File: src/rtl/amo_chk_pkg.sv
package amo_chk_pkg;
   typedef enum logic [2:0] {
      ATTR_BYPASS = 3'd0,
      ATTR_WTHRU  = 3'd1,
      ATTR_WBACK  = 3'd2,
      ATTR_ISOL   = 3'd3,
      ATTR_OTHER  = 3'd4
   } cache_attr_e;

   typedef enum logic [1:0] {
      V_PASS  = 2'd0,
      V_XLAT  = 2'd1,
      V_PERM  = 2'd2,
      V_POL   = 2'd3
   } verdict_e;
endpackage

File: src/rtl/amo_verdict.sv
module amo_verdict
   import amo_chk_pkg::*;
#(
   parameter int CW = 6,
   parameter int CAUSE_ST_PROHIB = 29,
   parameter int CAUSE_LS_ERR = 3
) (
   input  logic [CW-1:0] xlat_fault,
   input  logic          perm_rd,
   input  logic          perm_wr,
   input  logic          pol_fault,
   output logic          pass,
   output logic [CW-1:0] cause
);
   verdict_e v;
   always_comb begin
      if (xlat_fault != '0)            v = V_XLAT;
      else if (!(perm_rd && perm_wr))  v = V_PERM;
      else if (pol_fault)              v = V_POL;
      else                             v = V_PASS;
      pass = (v == V_PASS);
      unique case (v)
         V_XLAT:  cause = xlat_fault;
         V_PERM:  cause = CW'(CAUSE_ST_PROHIB);
         V_POL:   cause = CW'(CAUSE_LS_ERR);
         default: cause = '0;
      endcase
   end
endmodule

File: config.mk
export PLATFORM = sky130hd
export DESIGN_NAME = amo_verdict
export DESIGN_NICKNAME = d
export VERILOG_FILES = /design/src/rtl/amo_chk_pkg.sv /design/src/rtl/amo_verdict.sv
export SDC_FILE = /design/constraint.sdc
export NUM_CORES = 1
export LEC_CHECK = 0
export ABC_AREA = 1
export CORE_AREA = 5 5 42 44
export DETAILED_ROUTE_END_ITERATION = 12
export DIE_AREA = 0 0 47 49
export PLACE_DENSITY = 0.44
export SLEW_MARGIN = 10
export SYNTH_ARGS = -nofsm -noshare
export SYNTH_HDL_FRONTEND = slang
export SYNTH_SLANG_ARGS = --single-unit
File: constraint.sdc
create_clock -name vclk -period 0.8
set_input_delay 0.2 -clock vclk [all_inputs]
set_output_delay 0.2 -clock vclk [all_outputs]
set_load 0.01 [all_outputs]
# Word-level counts from Yosys, hierarchy flattened
# Index checks and enable logic that the tools add are counted.
# classes
eq_ne	3
mux	4
reduce_logical	3
# op_table
cell	count
one-hot mux 6 bit (3 select lines)	1
2-to-1 mux 2 bit	3
nonzero test 6 bit	1
equality test 2 bit, second input constant	2
equality test 2 x 1 -> 1 bit, second input constant	1
logical NOT 2 bit	1
logical AND 1 bit	1
# totals
register_bits	0
inputBits	9
out_inout_bits	7
wordCells	10

# Longest topological paths before layout
# depth
word_depth	5
ltp_mapped	5
depth_no_buf	5

# Least setup slack after synthesis
# Ideal clock, no wire load.
# synth_timing
kind	in2out
startpoint	input perm_rd
endpoint	output pass
arrival_time_ns	0.671
required_time_ns	0.600
setup_slack_ns	-0.071
path_stages	3
n_path_buf	0
cell_sequence	nand2_1 > or2_1 > nor3_2
# synth_via
elab_chain_len	4
# synth_rtl
element	line_no	source
start: declaration	amo_verdict.sv:9	input logic perm_rd,
logical AND 1 bit	amo_verdict.sv:18	else if (!(perm_rd && perm_wr)) v = V_PERM;
2-to-1 mux 2 bit	amo_verdict.sv:18	
2-to-1 mux 2 bit	amo_verdict.sv:17	if (xlat_fault != '0) v = V_XLAT;
logical NOT 2 bit	amo_verdict.sv:21	pass = (v == V_PASS);
end: declaration	amo_verdict.sv:12	output logic pass,
# Every way passes these cells.

# Worst setup path in the final report
# layout_timing
startpoint	input xlat_fault[5]
endpoint	output cause[4]
# layout_via
elab_chain_len	4
word_cells_on_any_way	6
cone_classes	3 x eq/ne; 2 x mux; 1 x reduce/logical
# layout_rtl
element	line_no	source
start: declaration	amo_verdict.sv:8	input logic [CW-1:0] xlat_fault,
nonzero test 6 bit (*)	amo_verdict.sv:17	
2-to-1 mux 2 bit (*)	amo_verdict.sv:17	
equality test 2 bit / equality test 2 x 1 -> 1 bit (equally long branches)	amo_verdict.sv:22	unique case (v)
one-hot mux 6 bit (3 select lines) (*)	amo_verdict.sv:22	
end: declaration	amo_verdict.sv:13	output logic [CW-1:0] cause
# Every way passes the cells marked *; elsewhere a longest branch is shown, timed or not.

==> metrics.md <==
| Metric | Value |
|---|---|
| Run status | `finished with violations` |
| Violated checks | `setup timing` |
| Share of total power in combinational logic | `1.000` |
| Syn Std Cell Area | `118.9 um2` |
| Reg area | `0 um2` |
| Worst Path Required | `0.60 ns` |
| Cells after Synth | `23` |
| Antenna violations before repair | `0` |
| Area contributors post-synth | `nand2_1 (25%), inv_1 (19%), nand2_2 (11%), nor2_2 (11%), nor2_4 (9.5%)` |
| Worst EP arrival | `0.87 ns` |
| Core Rows | `14` |
| Relative slew slack | `0.9062` |
| Switch share | `0.3933` |
| ANT nets after route | `0` |
| Clock buffer cells | `0` |
| DIE WIDTH | `47 um` |
| Crit. End Element | `output port` |
| VDD IR max | `144.2 uV` |
| Place WS | `-1.120 ns` |
| Clock power share | `0` |
| Fmax | `0.9330 GHz` |
| Nets | `57` |
| Wire per inst | `7.113 um` |
| Worst-Margin Slew | `0.1404 ns` |
| Crit start category | `input pin` |
| Die ar. | `0.002303 mm2` |
| IO Pins | `16` |
| P_int | `0.1087 mW` |
| Initial Util | `0.08482` |
| Most instantiated library cell after synthesis | `nand2_1` |
| Vias in the first global route | `193` |
| Grt total ovfl | `0` |
| Leak | `0.2297 nW` |
| Detail Placement HPWL | `361.8 um` |
| Largest net degree at the start of global routing | `4` |
| RSZ-0062 raised after global routing | `yes` |
| Antenna diodes | `0` |
| Placed instance area | `347.8 um2` |
| Buffers on Ports | `16` |
| Syn. warnings | `0` |
| Share of the synthesized area in the top cell type | `0.2526` |
| Sequential cells | `0` |
| Die height | `49 um` |
| Avg Cell Area, Syn | `5.168 um2` |
| Final WL | `441 um` |
| Final period demand of the worst path | `1.072 ns` |
| Distinct cell type count after synthesis | `9` |
| Vias | `204` |
| Final Hold Fails | `0` |
| Layout area overhead | `246.3%` |
| Area leader, netlist | `nand2_1` |
| Final period utilization | `1.340` |
| Post-route DRC violation count | `0` |
| Hold buffer count at cts | `0` |
| Final-report max-slew violation count | `0` |
| GRT Util Overall | `0.04000` |
| Via/cell ratio | `3.290` |
| Router iterations before antenna repair | `1` |
| Power per cell area | `435.2 mW/mm2` |
| Worst-path fanout max | `3` |
| Post-route cell area | `411.6 um2` |
| Share of layout cells above drive strength 1 | `0.8913` |
| Synth top cells by count | `nand2_1 (8), inv_1 (6), nand2_2 (2), nor2_2 (2)` |
| Core ar. | `0.001401 mm2` |
| Sequential area share after synthesis | `0` |
| Hold slack | `0.6572 ns` |
| First-pass GRT wire length | `752 um` |
| Total power | `0.1792 mW` |
| GP Congestion | `0.6844` |
| Post-synth net total | `32` |
| Final setup margin | `-0.2718 ns` |
| Number of DRC markers in iteration 0 | `0` |
| Setup-failing EPs final | `6` |
| Number of max-cap violations | `0` |
| Hold Crit Class | `input pin to output port` |
| WS Path Type | `input pin to output port` |
| Flop pwr share | `0` |
| Setup_tns | `-1.581 ns` |
| Sw power | `0.07046 mW` |
[routing by layer]
| layer | vias to the layer above | track usage | share of wire |
|---|---|---|---|
| met5 | - | 0 | 0 |
| met4 | 0 | 0 | 0 |
| met3 | 0 | 0 | 0.15 |
| met2 | 12 | 0.06109 | 0.46 |
| met1 | 80 | 0.06522 | 0.39 |
| li1 | 112 | - | - |
[cell usage in the layout, fill, tap and decap left out]
master / instances
buf_6: 12
buf_4: 8
nand2_2: 5
nand2_4: 4
inv_2: 3
nor2_4: 3
inv_1: 3
buf_2: 3
nand3_2: 1
or2_4: 1
nand2_1: 1
nor3_4: 1
clkdlybuf4s15_1: 1
[power groups by stage]
stage                     Combinational, mW  Sequential [mW]  Clock (mW)
after floorplan                      0.0469                0           0
after global placement                0.147                0           0
after detailed placement              0.147                0           0
after CTS                             0.163                0           0
after global routing                  0.194                0           0
final                                 0.179                0           0
[worst max-delay path, stage by stage]
cell and delay [ns]:
buf_6 0.10, nor2_4 0.11, nand2_4 0.06, nor2_4 0.15, nand2_4 0.08, nand2_2 0.07
buf_6 0.09
[path summary, 6_finish.rpt]
path	startpoint	to	slack (ns)	cells after the start
hold / removal	xlat_fault[4]	cause[4]	0.66	4
setup / recovery	xlat_fault[5]	cause[4]	-0.27	7
[what timing repair did]
action	in CTS	in global routing
gates cloned	0	0
setup buffers	3	1
pin swaps	11	8
setup endpoints to repair	7	6
resized for setup	78	8
[area by class of cell]
class | instances | area, um2
Tap cell | 16 | 20.02
Multi-Input combinational cell | 16 | 148.9
Fill cell | 168 | 989.7
Inverter | 6 | 22.52
Timing Repair Buffer | 24 | 220.2
[through the flow]
step,util,instances
after floorplan,-,23
after global placement,0.2482,58
after detailed placement,0.2482,58
after CTS,0.2625,61
after global routing,0.2938,62
final,0.2938,62
[kinds of logic after synthesis]
logic type / share of synthesized area
simple gates: 0.7790
buf+inv: 0.2210
Note: power is estimated with default switching activity, not from simulation.
